`config.mk`:
```
export PLATFORM = sky130hd
export DESIGN_NAME = gpio_retention_port
export DESIGN_NICKNAME = d
export VERILOG_FILES = /design/src/rtl/gpio_port_pkg.sv /design/src/rtl/gpio_retention_ctrl.sv /design/src/rtl/gpio_retention_dp.sv /design/src/rtl/gpio_retention_port.sv
export SDC_FILE = /design/constraint.sdc
export NUM_CORES = 1
export LEC_CHECK = 0
export BUFFER_PORTS_ARGS = -buffer_cell sky130_fd_sc_hd__buf_2
export CAP_MARGIN = 20
export CORE_MARGIN = 2
export CORE_UTILIZATION = 55
export CTS_BUF_LIST = sky130_fd_sc_hd__clkbuf_8
export CTS_CLUSTER_DIAMETER = 80
export DETAILED_ROUTE_END_ITERATION = 16
export GPL_TIMING_DRIVEN = 0
export HOLD_SLACK_MARGIN = 0.02
export PLACE_DENSITY = 0.89
export SYNTH_ARGS = -nofsm -noshare
export SYNTH_HDL_FRONTEND = slang
export SYNTH_SLANG_ARGS = --single-unit
```
`constraint.sdc`:
```
create_clock -name clk -period 2.1 [get_ports clk]
set_clock_uncertainty 0.2 [all_clocks]
set_input_delay 0.21 -clock clk [delete_from_list [all_inputs] [get_ports clk]]
set_output_delay 0.21 -clock clk [all_outputs]
set_load 0.01 [all_outputs]
```
`src/rtl/gpio_port_pkg.sv`:
```
package gpio_port_pkg;

  localparam int REG_OUT    = 0;
  localparam int REG_MODE   = 1;
  localparam int REG_INDIS  = 2;
  localparam int REG_OUTDIS = 3;
  localparam int REG_STATE  = 4;
  localparam int REG_INTEN  = 5;
  localparam int REG_EDGE   = 6;
  localparam int REG_STAT   = 7;

  localparam logic [2:0] MODE_OFF = 3'd6;

  typedef enum logic [1:0] {
    PAD_LIVE,
    PAD_HELD,
    PAD_HIZ
  } padSel_e;

  typedef enum logic [1:0] {
    ST_RUN,
    ST_HOLD,
    ST_KEEP,
    ST_FLOAT
  } holdState_e;

  typedef struct packed {
    logic    wrOut;
    logic    wrMode;
    logic    wrInDis;
    logic    wrOutDis;
    logic    wrIntEn;
    logic    wrEdge;
    logic    wrClr;
    logic    capture;
    padSel_e padSel;
  } ctlStrobes_t;

  // Returns {strongUp, weakUp, strongDn, weakDn} for a mode code and data bit.
  function automatic logic [3:0] driveDecode(input logic [2:0] mode, input logic d);
    logic [3:0] r;
    case (mode)
      3'd1:    r = d ? 4'b0100 : 4'b0010;
      3'd2:    r = d ? 4'b1000 : 4'b0001;
      3'd3:    r = d ? 4'b0000 : 4'b0010;
      3'd4:    r = d ? 4'b1000 : 4'b0000;
      3'd5:    r = d ? 4'b1000 : 4'b0010;
      3'd7:    r = d ? 4'b0100 : 4'b0001;
      default: r = 4'b0000;
    endcase
    return r;
  endfunction

endpackage

```
`src/rtl/gpio_retention_ctrl.sv`:
```
module gpio_retention_ctrl
  import gpio_port_pkg::*;
#(
  parameter int ADDR_W = 4
) (
  input  logic              clk,
  input  logic              rstN,
  input  logic              busWrEn,
  input  logic [ADDR_W-1:0] busAddr,
  input  logic              holdReq,
  input  logic              wakeByIrq,
  output ctlStrobes_t       strobes
);

  holdState_e stateQ, stateD;
  logic cfgWrite;

  always_comb begin
    strobes          = '0;
    strobes.wrOut    = busWrEn && (busAddr == ADDR_W'(REG_OUT));
    strobes.wrMode   = busWrEn && (busAddr == ADDR_W'(REG_MODE));
    strobes.wrInDis  = busWrEn && (busAddr == ADDR_W'(REG_INDIS));
    strobes.wrOutDis = busWrEn && (busAddr == ADDR_W'(REG_OUTDIS));
    strobes.wrIntEn  = busWrEn && (busAddr == ADDR_W'(REG_INTEN));
    strobes.wrEdge   = busWrEn && (busAddr == ADDR_W'(REG_EDGE));
    strobes.wrClr    = busWrEn && (busAddr == ADDR_W'(REG_STAT));
    strobes.capture  = holdReq && (stateQ != ST_HOLD);
    case (stateQ)
      ST_RUN:   strobes.padSel = PAD_LIVE;
      ST_FLOAT: strobes.padSel = PAD_HIZ;
      default:  strobes.padSel = PAD_HELD;
    endcase
  end

  assign cfgWrite = strobes.wrOut | strobes.wrMode | strobes.wrInDis | strobes.wrOutDis;

  always_comb begin
    stateD = stateQ;
    case (stateQ)
      ST_RUN:  if (holdReq) stateD = ST_HOLD;
      ST_HOLD: if (!holdReq) stateD = wakeByIrq ? ST_KEEP : ST_FLOAT;
      default: begin
        if (holdReq)       stateD = ST_HOLD;
        else if (cfgWrite) stateD = ST_RUN;
      end
    endcase
  end

  always_ff @(posedge clk or negedge rstN) begin
    if (!rstN) stateQ <= ST_RUN;
    else       stateQ <= stateD;
  end

endmodule

```
`src/rtl/gpio_retention_dp.sv`:
```
module gpio_retention_dp
  import gpio_port_pkg::*;
#(
  parameter int NUM_PINS = 8,
  parameter int DATA_W   = 32,
  parameter int ADDR_W   = 4
) (
  input  logic                clk,
  input  logic                rstN,
  input  ctlStrobes_t         strobes,
  input  logic [ADDR_W-1:0]   busAddr,
  input  logic [DATA_W-1:0]   busWrData,
  output logic [DATA_W-1:0]   busRdData,
  input  logic [NUM_PINS-1:0] padIn,
  output logic [NUM_PINS-1:0] padStrongUp,
  output logic [NUM_PINS-1:0] padWeakUp,
  output logic [NUM_PINS-1:0] padStrongDn,
  output logic [NUM_PINS-1:0] padWeakDn,
  output logic [NUM_PINS-1:0] padInEn,
  output logic                portIrq
);

  localparam int MODE_W = 3 * NUM_PINS;
  localparam int EDGE_W = 2 * NUM_PINS;

  logic [NUM_PINS-1:0] outQ, inDisQ, outDisQ, intEnQ, intStatQ;
  logic [NUM_PINS-1:0] syncA, syncB, pinStateQ, prevStateQ;
  logic [MODE_W-1:0]   modeQ;
  logic [EDGE_W-1:0]   edgeQ;

  logic [NUM_PINS-1:0] liveSu, liveWu, liveSd, liveWd, inAct, edgeHit;
  logic [NUM_PINS-1:0] heldSu, heldWu, heldSd, heldWd, heldInEn;
  logic [NUM_PINS-1:0] clrMask;

  // Configuration and data registers
  always_ff @(posedge clk or negedge rstN) begin
    if (!rstN) begin
      outQ    <= '0;
      modeQ   <= {NUM_PINS{MODE_OFF}};
      inDisQ  <= '0;
      outDisQ <= '0;
      intEnQ  <= '0;
      edgeQ   <= '0;
    end else begin
      if (strobes.wrOut)    outQ    <= busWrData[NUM_PINS-1:0];
      if (strobes.wrMode)   modeQ   <= busWrData[MODE_W-1:0];
      if (strobes.wrInDis)  inDisQ  <= busWrData[NUM_PINS-1:0];
      if (strobes.wrOutDis) outDisQ <= busWrData[NUM_PINS-1:0];
      if (strobes.wrIntEn)  intEnQ  <= busWrData[NUM_PINS-1:0];
      if (strobes.wrEdge)   edgeQ   <= busWrData[EDGE_W-1:0];
    end
  end

  generate
    if (DATA_W > MODE_W) begin : g_sink
      logic unusedUpper;
      assign unusedUpper = ^busWrData[DATA_W-1:MODE_W];
    end
  endgenerate

  // Per-pin drive decode, input activity and edge selection
  generate
    for (genvar i = 0; i < NUM_PINS; i++) begin : g_pin
      logic [2:0] pinMode;
      logic [1:0] pinEdge;
      logic [3:0] dec;
      logic       rise, fall;
      assign pinMode   = modeQ[3*i +: 3];
      assign pinEdge   = edgeQ[2*i +: 2];
      assign dec       = driveDecode(pinMode, outQ[i]);
      assign liveSu[i] = dec[3] & ~outDisQ[i];
      assign liveWu[i] = dec[2] & ~outDisQ[i];
      assign liveSd[i] = dec[1] & ~outDisQ[i];
      assign liveWd[i] = dec[0] & ~outDisQ[i];
      assign inAct[i]  = ~inDisQ[i] & (pinMode != MODE_OFF);
      assign rise      = pinStateQ[i] & ~prevStateQ[i];
      assign fall      = ~pinStateQ[i] & prevStateQ[i];
      assign edgeHit[i] = (pinEdge == 2'd0) ? rise :
                          (pinEdge == 2'd1) ? fall : (rise | fall);
    end
  endgenerate

  // Input synchroniser, pin state and edge history
  always_ff @(posedge clk or negedge rstN) begin
    if (!rstN) begin
      syncA      <= '0;
      syncB      <= '0;
      pinStateQ  <= '0;
      prevStateQ <= '0;
    end else begin
      syncA      <= padIn;
      syncB      <= syncA;
      pinStateQ  <= syncB & inAct;
      prevStateQ <= pinStateQ;
    end
  end

  // Sticky interrupt status, write-one-to-clear, set wins over clear
  assign clrMask = strobes.wrClr ? busWrData[NUM_PINS-1:0] : '0;

  always_ff @(posedge clk or negedge rstN) begin
    if (!rstN) intStatQ <= '0;
    else       intStatQ <= (intStatQ & ~clrMask) | (edgeHit & intEnQ & inAct);
  end

  assign portIrq = |(intStatQ & intEnQ);

  // Retention capture of whatever the pads currently show
  always_ff @(posedge clk or negedge rstN) begin
    if (!rstN) begin
      heldSu   <= '0;
      heldWu   <= '0;
      heldSd   <= '0;
      heldWd   <= '0;
      heldInEn <= '0;
    end else if (strobes.capture) begin
      heldSu   <= padStrongUp;
      heldWu   <= padWeakUp;
      heldSd   <= padStrongDn;
      heldWd   <= padWeakDn;
      heldInEn <= padInEn;
    end
  end

  always_comb begin
    case (strobes.padSel)
      PAD_LIVE: begin
        padStrongUp = liveSu;
        padWeakUp   = liveWu;
        padStrongDn = liveSd;
        padWeakDn   = liveWd;
        padInEn     = inAct;
      end
      PAD_HELD: begin
        padStrongUp = heldSu;
        padWeakUp   = heldWu;
        padStrongDn = heldSd;
        padWeakDn   = heldWd;
        padInEn     = heldInEn;
      end
      default: begin
        padStrongUp = '0;
        padWeakUp   = '0;
        padStrongDn = '0;
        padWeakDn   = '0;
        padInEn     = '0;
      end
    endcase
  end

  // Register read mux
  always_comb begin
    busRdData = '0;
    case (busAddr)
      ADDR_W'(REG_OUT):    busRdData[NUM_PINS-1:0] = outQ;
      ADDR_W'(REG_MODE):   busRdData[MODE_W-1:0]   = modeQ;
      ADDR_W'(REG_INDIS):  busRdData[NUM_PINS-1:0] = inDisQ;
      ADDR_W'(REG_OUTDIS): busRdData[NUM_PINS-1:0] = outDisQ;
      ADDR_W'(REG_STATE):  busRdData[NUM_PINS-1:0] = pinStateQ;
      ADDR_W'(REG_INTEN):  busRdData[NUM_PINS-1:0] = intEnQ;
      ADDR_W'(REG_EDGE):   busRdData[EDGE_W-1:0]   = edgeQ;
      ADDR_W'(REG_STAT):   busRdData[NUM_PINS-1:0] = intStatQ;
      default:             busRdData = '0;
    endcase
  end

endmodule

```
`src/rtl/gpio_retention_port.sv`:
```
module gpio_retention_port
  import gpio_port_pkg::*;
#(
  parameter int NUM_PINS = 8,
  parameter int DATA_W   = 32,
  parameter int ADDR_W   = 4
) (
  input  logic                clk,
  input  logic                rstN,
  input  logic                busWrEn,
  input  logic [ADDR_W-1:0]   busAddr,
  input  logic [DATA_W-1:0]   busWrData,
  output logic [DATA_W-1:0]   busRdData,
  input  logic [NUM_PINS-1:0] padIn,
  output logic [NUM_PINS-1:0] padStrongUp,
  output logic [NUM_PINS-1:0] padWeakUp,
  output logic [NUM_PINS-1:0] padStrongDn,
  output logic [NUM_PINS-1:0] padWeakDn,
  output logic [NUM_PINS-1:0] padInEn,
  input  logic                holdReq,
  input  logic                wakeByIrq,
  output logic                portIrq
);

  ctlStrobes_t strobes;

  gpio_retention_ctrl #(.ADDR_W(ADDR_W)) u_ctrl (
    .clk       (clk),
    .rstN      (rstN),
    .busWrEn   (busWrEn),
    .busAddr   (busAddr),
    .holdReq   (holdReq),
    .wakeByIrq (wakeByIrq),
    .strobes   (strobes)
  );

  gpio_retention_dp #(
    .NUM_PINS (NUM_PINS),
    .DATA_W   (DATA_W),
    .ADDR_W   (ADDR_W)
  ) u_dp (
    .clk         (clk),
    .rstN        (rstN),
    .strobes     (strobes),
    .busAddr     (busAddr),
    .busWrData   (busWrData),
    .busRdData   (busRdData),
    .padIn       (padIn),
    .padStrongUp (padStrongUp),
    .padWeakUp   (padWeakUp),
    .padStrongDn (padStrongDn),
    .padWeakDn   (padWeakDn),
    .padInEn     (padInEn),
    .portIrq     (portIrq)
  );

endmodule

```
==> metrics.md <==
| Metric | Value |
|---|---|
| Later-pin clock latency in the skew report | 0.50 ns |
| Layout Nets | 1028 |
| Final Max Slew Viols | 0 |
| Chip width | 126 um |
| Total CTS buffers | 17 |
| Final GP Congestion | 0.919 |
| Pwr dens | 1330 nW/um^2 |
| Avg Vias per Cell | 6.78 |
| Diodes inserted | 0 |
| DRT Pass-1 Iters | 6 |
| Fin area | 10800 um^2 |
| Peak VDD IR | 0.708 mV |
| DRC viols | 0 |
| Upper clock frequency limit | 0.385 GHz |
| Period minus WS final | 2.60 ns |
| Place WS | -0.345 ns |
| Tcrit/Tclk final | 124% |
| Post-synth top area share | 41.9% |
| CTS tree | built |
| Post-Synthesis Cells | 768 |
| R2r worst-path depth | 9 |
| GRT Residual Overflow | 0 |
| Crit Reg-Reg Startpoint | u_ctrl.stateQ[1] |
| Distinct cells, synth | 66 |
| H-tree lvl count | 4 |
| Share of cells above drive strength 1 | 42.8% |
| Post-DP HPWL | 16700 um |
| Core ar. | 14600 um^2 |
| Async SR Flop Fraction | 100% |
| RSZ-0062 raised after global routing | yes |
| Rows | 44 |
| Layout fillers | 879 |
| Worst setup path class | reg -> out |
| IO Port Bufs | 104 |
| P&R area growth vs syn | 30.7% |
| Initial DRC Count | 1199 |
| Crit path required time | 1.69 ns |
| Power, Total | 14300 uW |
| CTS clk-pin slew, worst paths | 0.08 ns |
| Crit-path max FO | 7 |
| I/O pin total | 122 |
| DP Area | 9050 um^2 |
| Leakage | 0.00479 uW |
| Clk buf depth | 2 |
| Initial antenna violation count | 0 |
| Crit. End Element | output port |
| Violated checks | setup timing |
| Rel. slew slack | 44.3% |
| Run status | complete, but fails checks |
| Hold EP | u_dp.edgeQ[7] |
| Startpoint types | flop |
| Detail Route Antenna Nets | 0 |
| Maxcap violations | 0 |
| Largest net degree at the start of global routing | 84 |
| Final setup fails | 52 |
| Initial Utilization | 56.5% |
| Hold_sp | busAddr[0] |
| Root Buffer | clkbuf_8 |
| Tightest Hold Check Type | in -> reg |
| Vias in the first global route | 7385 |
| All-Layer GR Usage | 32.9% |
| Synth warn | 0 |
| Hold depth | 3 |
| Post-synth top area cell | dfrtp_1 |
| Reg2reg end | u_dp.heldSu[3] |
| Sequential area share after synthesis | 47.0% |
| Die H | 126 um |
| Top cells by area, synth | dfrtp_1 42%, mux2_2 7.7%, dfstp_2 5.1% |
| First-pass GRT wire length | 40800 um |
| WL final | 28800 um |
| Critical path data arrival time | 2.19 ns |
| CTS sink count | 154 |
| Final setup margin | -0.500 ns |
| Syn Area/Cell | 10.7 um^2 |
| Vias post-DR | 7843 |
| Number of synthesized flops with an enable pin | 0 |
| Least-Margin Pin Slew | 0.833 ns |
| Die area | 16000 um^2 |
| Synthesis-stage register bit count | 154 |
| Drt wl/cell | 24.9 um |
| Post-synth top flop | dfrtp_1 |
| Hold Violations, Final | 0 |
| Mapped Area | 8240 um^2 |
| Reg2Reg Setup Slack | -0.03 ns |
-- cells in the final DEF (no fill, tap or decap), types with 7 or more instances in the layout --
cell type | netlist | layout
dlygate4sd3_1 | 0 | 35
a22oi_2 | 0 | 8
conb_1 | 1 | 8
a32o_1 | 8 | 8
clkbuf_8 | 7 | 28
nand3_2 | 0 | 11
a21oi_1 | 51 | 19
dfrtp_1 | 138 | 132
o21ai_0 | 23 | 20
mux2_1 | 21 | 21
nor3b_4 | 1 | 7
and2_1 | 11 | 11
nor2_1 | 29 | 28
xnor2_1 | 15 | 15
a22oi_1 | 33 | 25
a211oi_1 | 8 | 8
inv_1 | 24 | 22
ha_1 | 19 | 17
mux2_2 | 56 | 55
nand2b_1 | 8 | 7
o221ai_1 | 25 | 20
a22o_1 | 9 | 9
buf_6 | 4 | 13
buf_4 | 9 | 42
nor2b_1 | 16 | 10
buf_2 | 5 | 105
mux2i_1 | 15 | 15
nand2_1 | 82 | 80
and3_4 | 0 | 9
a21oi_2 | 0 | 31
dfstp_2 | 16 | 16
-- layer usage --
metal	vias up	global-route usage, %	wire (um)	part of all wire, %
met5	-	0	0	0
met4	0	16.6	2100	7.3
met3	213	8.56	3330	12
met2	691	52.0	13100	46
met1	3786	41.9	10200	36
li1	3153	-	-	-
-- metrics by stage --
step	util (%)	setup TNS, ns	instances	hold slack (ns)
floorplan	-	0	775	-0.286
global placement	61.8	-238.06	1063	0.117
detailed placement	62.0	-8.24	1064	0.0745
CTS	71.6	-13.03	1139	0.0221
global route	73.8	-17.77	1156	0.0365
finish	73.8	-15.75	1156	0.0328
-- state kept, by name, indices dropped and copies added (netlist names) --
name             cells
u_dp.syncB           8
u_dp.intEnQ          8
u_ctrl.stateQ        2
u_dp.heldInEn        8
u_dp.pinStateQ       8
u_dp.intStatQ        8
u_dp.outDisQ         8
u_dp.heldSu          8
u_dp.edgeQ          16
u_dp.heldSd          8
u_dp.heldWd          8
u_dp.heldWu          8
u_dp.syncA           8
u_dp.prevStateQ      8
u_dp.inDisQ          8
u_dp.modeQ          24
u_dp.outQ            8
-- Yosys cell counts (all sizes together) (6+ instances only) --
master    n
nor3b     9
o221ai   25
a22oi    33
inv      24
a32o      8
a211oi    8
clkbuf   40
ha       19
nand3    13
a22o     10
mux2i    15
a31oi     7
buf      22
nor2     35
and3     16
o21ai    24
dfstp    16
nor2b    16
nand2    84
nand2b    8
nand4     6
xnor2    15
mux2     77
and2     13
dfrtp   138
a21oi    51
-- area by class of cell --
class                           count  area (um^2)  share of cell area [%]
Multi-Input combinational cell    535         4430                    41.1
Sequential cell                   154         3880                    36.1
Timing Repair Buffer              181         1310                    12.1
Buffer                             47          437                    4.06
Clock buffer                       20          275                    2.56
Tap cell                          184          230                    2.14
Clock inverter                     11          120                    1.12
Inverter                           24         90.1                   0.837
-- logic make-up after synthesis --
logic type / after synthesis / share of synthesized area [%]
AO/OA/AOI/OAI: 178 / 14.9
buffers and inverters: 86 / 5.82
AND/OR/NAND/NOR: 219 / 14.2
other: 1 / 0.0455
multiplexers: 96 / 13.5
adder cells (fa/ha/maj): 19 / 2.89
XOR/XNOR: 15 / 1.59
flip-flops: 154 / 47.0
-- worst max-delay path by stage --
stage	start	end	slack, ns	cells past startpoint
after global placement	rstN	u_dp.syncA[1]	-1.61	1
after floorplan	u_ctrl.stateQ[0]	padStrongUp[1]	0.12	5
final	u_ctrl.stateQ[0]	padWeakDn[3]	-0.50	7
after global routing	u_ctrl.stateQ[0]	padWeakUp[1]	-0.52	9
after CTS	u_ctrl.stateQ[1]	padStrongUp[1]	-0.41	6
after detailed placement	u_ctrl.stateQ[0]	padStrongUp[1]	-0.35	6
-- report_power, final --
part           total [uW]  switching (uW)  leakage, uW  internal [uW]
combinational        6920            3720      0.00275           3200
sequential           5070            1150      0.00183           3910
clock                2340            1200     0.000209           1140
-- worst max-delay path: stages, from the launching register on --
cell and delay (ns):
dfrtp_1 0.42, inv_2 0.11, ha_4 0.18, buf_6 0.16, nor2b_4 0.20, nand4b_1 0.25, a21oi_1 0.22, buf_2 0.16
-- repair_timing --
action / 4_1_cts / 5_1_grt
gates cloned: 4 / 0
buffers inserted: 19 / 20
pin swaps: 30 / 26
setup endpoints to repair: 78 / 90
resized for setup: 125 / 52
endpoints found under the hold margin: 161 / 0
hold buffers: 35 / 0
No activity file was read; power rests on OpenSTA's default activity.
